`config.mk`:
```
export PLATFORM = sky130hd
export DESIGN_NAME = ring_talk_seq
export DESIGN_NICKNAME = d
export VERILOG_FILES = /design/src/rtl/rts_pkg.sv /design/src/rtl/rts_datapath.sv /design/src/rtl/rts_ctrl.sv /design/src/rtl/ring_talk_seq.sv
export SDC_FILE = /design/constraint.sdc
export NUM_CORES = 1
export LEC_CHECK = 0
export BUFFER_PORTS_ARGS = -buffer_cell sky130_fd_sc_hd__clkbuf_2
export CAP_MARGIN = 20
export CORE_MARGIN = 1
export CORE_UTILIZATION = 30
export CTS_CLUSTER_DIAMETER = 60
export DETAILED_ROUTE_END_ITERATION = 8
export GPL_ROUTABILITY_DRIVEN = 0
export GPL_TIMING_DRIVEN = 0
export HOLD_SLACK_MARGIN = 0.06
export MAX_ROUTING_LAYER = met4
export PLACE_DENSITY = 0.57
export SLEW_MARGIN = 20
export SYNTH_ARGS = -nofsm -noshare
export SYNTH_HDL_FRONTEND = slang
export SYNTH_SLANG_ARGS = --single-unit
```
`constraint.sdc`:
```
create_clock -name clk -period 3.1 [get_ports clk]
set_input_delay 0.155 -clock clk [delete_from_list [all_inputs] [get_ports clk]]
set_output_delay 0.155 -clock clk [all_outputs]
set_load 0.05 [all_outputs]
```
`src/rtl/rts_pkg.sv`:
```
package rts_pkg;

  typedef enum logic [1:0] {
    METH_DIRECT = 2'd0,
    METH_PINS   = 2'd1,
    METH_OVR    = 2'd2
  } method_e;

  typedef enum logic [2:0] {
    ST_IDLE,
    ST_RINGING,
    ST_ALLOFF_HOLD,
    ST_SET_TALK,
    ST_RELEASE,
    ST_DONE
  } state_e;

  typedef struct packed {
    logic setRing;
    logic setAllOff;
    logic setTalk;
    logic ovrOn;
    logic ovrOff;
    logic loadCnt;
    logic decCnt;
  } strobe_t;

endpackage

```
`src/rtl/rts_datapath.sv`:
```
module rts_datapath
  import rts_pkg::*;
#(
  parameter int CNT_W = 16
) (
  input  logic             clk,
  input  logic             rst_n,
  input  strobe_t          stb,
  input  logic [CNT_W-1:0] halfPeriod,
  output logic             holdLast,
  output logic             modeRing,
  output logic             modeTest,
  output logic             ovrDriveLow,
  output logic             latchEn
);

  localparam logic [CNT_W-1:0] ONE = CNT_W'(1);

  logic [CNT_W-1:0] holdCnt;
  logic [CNT_W-1:0] loadVal;

  assign loadVal  = (halfPeriod == '0) ? ONE : halfPeriod;
  assign holdLast = (holdCnt <= ONE);
  assign latchEn  = 1'b0;

  always_ff @(posedge clk or negedge rst_n) begin
    if (!rst_n) begin
      modeRing <= 1'b0;
      modeTest <= 1'b0;
    end else if (stb.setRing) begin
      modeRing <= 1'b1;
      modeTest <= 1'b0;
    end else if (stb.setAllOff) begin
      modeRing <= 1'b1;
      modeTest <= 1'b1;
    end else if (stb.setTalk) begin
      modeRing <= 1'b0;
      modeTest <= 1'b0;
    end
  end

  always_ff @(posedge clk or negedge rst_n) begin
    if (!rst_n)          ovrDriveLow <= 1'b0;
    else if (stb.ovrOn)  ovrDriveLow <= 1'b1;
    else if (stb.ovrOff) ovrDriveLow <= 1'b0;
  end

  always_ff @(posedge clk or negedge rst_n) begin
    if (!rst_n)           holdCnt <= ONE;
    else if (stb.loadCnt) holdCnt <= loadVal;
    else if (stb.decCnt)  holdCnt <= holdCnt - ONE;
  end

endmodule

```
`src/rtl/rts_ctrl.sv`:
```
module rts_ctrl
  import rts_pkg::*;
(
  input  logic       clk,
  input  logic       rst_n,
  input  logic       startReq,
  input  logic [1:0] methodSel,
  input  logic       holdLast,
  output strobe_t    stb,
  output logic       done,
  output logic       busy
);

  state_e  state, stateNx;
  method_e methodQ;
  method_e methodDec;

  always_comb begin
    case (methodSel)
      2'd1:    methodDec = METH_PINS;
      2'd2:    methodDec = METH_OVR;
      default: methodDec = METH_DIRECT;
    endcase
  end

  always_ff @(posedge clk or negedge rst_n) begin
    if (!rst_n) begin
      state   <= ST_IDLE;
      methodQ <= METH_DIRECT;
    end else begin
      state <= stateNx;
      if (state == ST_IDLE && startReq) methodQ <= methodDec;
    end
  end

  always_comb begin
    stb     = '0;
    stateNx = state;
    case (state)
      ST_IDLE: begin
        if (startReq) begin
          stb.setRing = 1'b1;
          stb.loadCnt = 1'b1;
          stateNx     = ST_RINGING;
        end
      end
      ST_RINGING: begin
        case (methodQ)
          METH_PINS: begin
            stb.setAllOff = 1'b1;
            stateNx       = ST_ALLOFF_HOLD;
          end
          METH_OVR: begin
            stb.ovrOn = 1'b1;
            stateNx   = ST_ALLOFF_HOLD;
          end
          default: begin
            stb.setTalk = 1'b1;
            stateNx     = ST_SET_TALK;
          end
        endcase
      end
      ST_ALLOFF_HOLD: begin
        if (holdLast) begin
          stb.setTalk = 1'b1;
          stateNx     = ST_SET_TALK;
        end else begin
          stb.decCnt = 1'b1;
        end
      end
      ST_SET_TALK: begin
        if (methodQ == METH_OVR) begin
          stb.ovrOff = 1'b1;
          stateNx    = ST_RELEASE;
        end else begin
          stateNx = ST_DONE;
        end
      end
      ST_RELEASE: stateNx = ST_DONE;
      ST_DONE:    stateNx = ST_IDLE;
      default:    stateNx = ST_IDLE;
    endcase
  end

  assign done = (state == ST_DONE);
  assign busy = (state != ST_IDLE);

endmodule

```
`src/rtl/ring_talk_seq.sv`:
```
module ring_talk_seq
  import rts_pkg::*;
#(
  parameter int CNT_W = 16
) (
  input  logic             clk,
  input  logic             rst_n,
  input  logic             startReq,
  input  logic [1:0]       methodSel,
  input  logic [CNT_W-1:0] halfPeriod,
  output logic             modeRing,
  output logic             modeTest,
  output logic             latchEn,
  output logic             ovrDriveLow,
  output logic             done,
  output logic             busy
);

  strobe_t stb;
  logic    holdLast;

  rts_ctrl u_ctrl (
    .clk       (clk),
    .rst_n     (rst_n),
    .startReq  (startReq),
    .methodSel (methodSel),
    .holdLast  (holdLast),
    .stb       (stb),
    .done      (done),
    .busy      (busy)
  );

  rts_datapath #(.CNT_W(CNT_W)) u_dp (
    .clk         (clk),
    .rst_n       (rst_n),
    .stb         (stb),
    .halfPeriod  (halfPeriod),
    .holdLast    (holdLast),
    .modeRing    (modeRing),
    .modeTest    (modeTest),
    .ovrDriveLow (ovrDriveLow),
    .latchEn     (latchEn)
  );

endmodule

```
==> flow_summary_export.csv <==
group,metric,value,unit
status,outcome,"finished, final reports clean",
power_and_ir_drop,vdd_drop_max,306,uV
sta,fmax,420,MHz
yosys,avgSynthCellArea,8.80,sq um
layout,n_antenna_cell,0,
drt,vias,1390,
sta,tightest_slew,0.636,ns
setup_path,r2r_cells,6,
layout,finalCoreUtilization,38.0,%
setup_path,regToRegSetupSlack,0.72,ns
clocking,path_clk_slew,0.09,ns
yosys,synth_top_area_share,37.4,%
global_routing,gr-usage-all-layers,17.2,%
sta,fin_crit,2.38,ns
layout,fillerInstances,517,
layout,final_nets,231,
yosys,ys_types,53,
yosys,synthXorXnorAreaFrac,2.84,%
setup_path,crit_start,"u_dp.holdCnt[1]",
power_and_ir_drop,p_leak,0.000723,uW
placement,port_buffers,25,
sta,clock_skew,0.00415,ns
die,pin_count,27,
drt,wire_per_inst,15.1,um
clocking,cts_max_path_buffers,2,
power_and_ir_drop,power_density,915,nW/um^2
die,placementRows,25,
clocking,ctsResizeCount,0,
placement,pre_cts_ws,0.749,ns
yosys,synth_top_area_cell,"dfrtp_1",
yosys,synth_fp_nets,200,
drt,routed_wl,4.12,mm
sta,tns,0,ns
job,maxCapViolations,0,
clocking,root_buffer,"clkbuf_8",
global_routing,grt_pass1_vias,1345,
setup_path,r2r-end,"u_dp.holdCnt[14]",
layout,area_growth,18.8,%
yosys,yosys.area_share.simple,26.4,%
sta,layout_setup_ws,0.717,ns
drt,drt_iter0_drc,61,
drt,route.detailed.drc,0,
drt,firstDrtPassIters,4,
yosys,ys.warnings.count,0,
sta,rsz0062_at_grt,"no",
die,core,4820,sq um
yosys,synth.area.mux_share,2.03,%
setup_path,worstSetupPathType,"flip-flop to flip-flop",
setup_path,start_kind,"flip-flop",
drt,antenna_left,0,
yosys,synth_edf_count,0,
yosys,ys_seq_elements,24,
yosys,synth_top_family_by_area,"simple AND/OR/NAND/NOR gates",
sta,final_max_slew_viol_count,0,
drt,via_per_inst,5.11,
yosys,ys_seq_area_share,39.1,%
yosys,synthFlopType,"dfrtp_1",
sta,finalSetupViolations,0,
yosys,synth_fa_ha_area_share,3.25,%
global_routing,grt_pass1_wl,6.75,mm
clocking,ctsHtreeMaxLevel,1,
layout,final_cells,272,
placement,dp_cells,267,
sta,hold_violations,0,
clocking,clock_latency,0.28,ns
placement,hpwl,2.99,mm
global_routing,grt_start_max_net_pins,25,
sta,whs,0.0742,ns
clocking,postCtsSetupRepairBufs,0,
yosys,yosys-top-cells-area,"dfrtp_1 37%, nand2_1 4.1%, nor4_1 3.7%",
sta,fin_crit_sh,76.9,%
clocking,cts_hold_buf,1,
min_path,hold_class,"primary input to flip-flop",
yosys,syn_area,1540,sq um
layout,drive_gt1_share,22.0,%
setup_path,arrival,2.58,ns
setup_path,end_kind,"flip-flop",
die,die_y,73.7,um
setup_path,crit_fanout,5,
setup_path,required,3.30,ns
yosys,async_reset_ff_share,100,%
clocking,cts_tree,"done",
die,die-area,5420,sq um
sta,max_slew_margin,57.6,%
clocking,clock_sinks,24,
yosys,synth_compound_area_share,19.5,%
yosys,synth_cells,175,
global_routing,overflow,0,
clocking,numCtsBuffers,3,
die,die_w,73.7,um
die,initial_core_util,32.0,%
global_routing,antenna_found_initial,0,
setup_path,endpoint,"u_dp.holdCnt[14]",
setup_path,rr_startpoint,"u_dp.holdCnt[1]",
worst max-delay path: stages (launching register included):
cell	delay (ns)
dfrtp_1	0.42
inv_1	0.08
ha_1	0.23
or3b_2	0.53
or3_1	0.44
or4_1	0.41
a31oi_1	0.19
stage by stage:
step | area (sq um) | total power [uW]
after global routing | 1830 | 1810
after detailed placement | 1750 | 1390
after global placement | 1750 | 1380
after CTS | 1830 | 1690
final | 1830 | 1680
after floorplan | 1540 | 1180
cell usage in the layout, fill, tap and decap left out, types with 2 or more instances in the layout:
cell type   n
or4_1       5
nor3_1      6
nor4_1      9
buf_4       2
nand3_1     7
buf_6       2
nand2_1    17
nor2_1     14
o211ai_1    5
mux2i_1     2
o21ai_0    10
clkbuf_2   25
dfrtp_1    23
inv_1       8
o21ai_1     2
ha_1        4
nand3b_1    3
a211oi_1    2
a22oi_1     2
and2_1      2
a21oi_1     5
xor2_1      4
clkbuf_1    8
a221oi_1    2
o31ai_1     2
clkbuf_8    3
Yosys cell counts, types with 2 or more instances:
master and instances:
buf_4 2, nor4_1 9, or4_1 5, nor3_1 6
o21ai_0 10, a21oi_1 5, buf_6 2, nand2_1 17
inv_1 8, a221oi_1 2, nand3b_1 3, mux2i_1 2
a22oi_1 2, a211oi_1 2, o31ai_1 2, xor2_1 4
clkbuf_1 8, o21ai_1 2, ha_1 4, o211ai_1 5
nor2_1 14, and2_1 2, nand3_1 7, dfrtp_1 23
logic make-up (layout without fill, tap and decap cells):
logic type,after synthesis,after routing
simple gates,74,74
compound gates,43,43
flops,24,24
buf+inv,21,51
xor+xnor,5,5
fa+ha+maj,4,4
mux,3,3
other cells,1,1
worst min path at each step:
| stage | from | end | depth (start not counted) |
|---|---|---|---|
| final | halfPeriod[0] | u_dp.holdCnt[0] | 3 |
| after global routing | halfPeriod[0] | u_dp.holdCnt[0] | 3 |
| after CTS | halfPeriod[0] | u_dp.holdCnt[0] | 3 |
| after detailed placement | rst_n | u_dp.ovrDriveLow | 1 |
| after global placement | rst_n | u_dp.ovrDriveLow | 1 |
| after floorplan | rst_n | u_ctrl.methodQ[0] | 0 |
power breakdown:
| part | internal [uW] | switching, uW |
|---|---|---|
| clock network | 173 | 120 |
| logic | 306 | 483 |
| registers | 456 | 137 |
| total | 936 | 739 |
cell type report:
class	count	area, sq um	share of cell area [%]
Buffer	13	72.6	3.96
Timing Repair Buffer	26	135	7.38
Clock inverter	1	30.0	1.64
Clock buffer	3	41.3	2.26
Sequential cell	24	602	32.9
Multi-Input combinational cell	130	836	45.7
Tap cell	67	83.8	4.58
Inverter	8	30.0	1.64
metal layers:
| metal | part of all wire (%) | vias to the layer above | track usage [%] |
|---|---|---|---|
| met2 | 50 | 23 | 28.5 |
| met1 | 47 | 661 | 21.8 |
| met5 | 0 | - | - |
| met3 | 1.8 | 4 | 1.65 |
| met4 | 1.2 | 0 | 5.77 |
| li1 | - | 702 | - |
sequential cells by signal (all words and copies together), names as in the netlist:
signal,cells
u_ctrl.methodQ,2
u_ctrl.state,3
u_dp.holdCnt,16
u_dp.modeRing,1
u_dp.modeTest,1
u_dp.ovrDriveLow,1
Power figures use the tool's default switching activity.
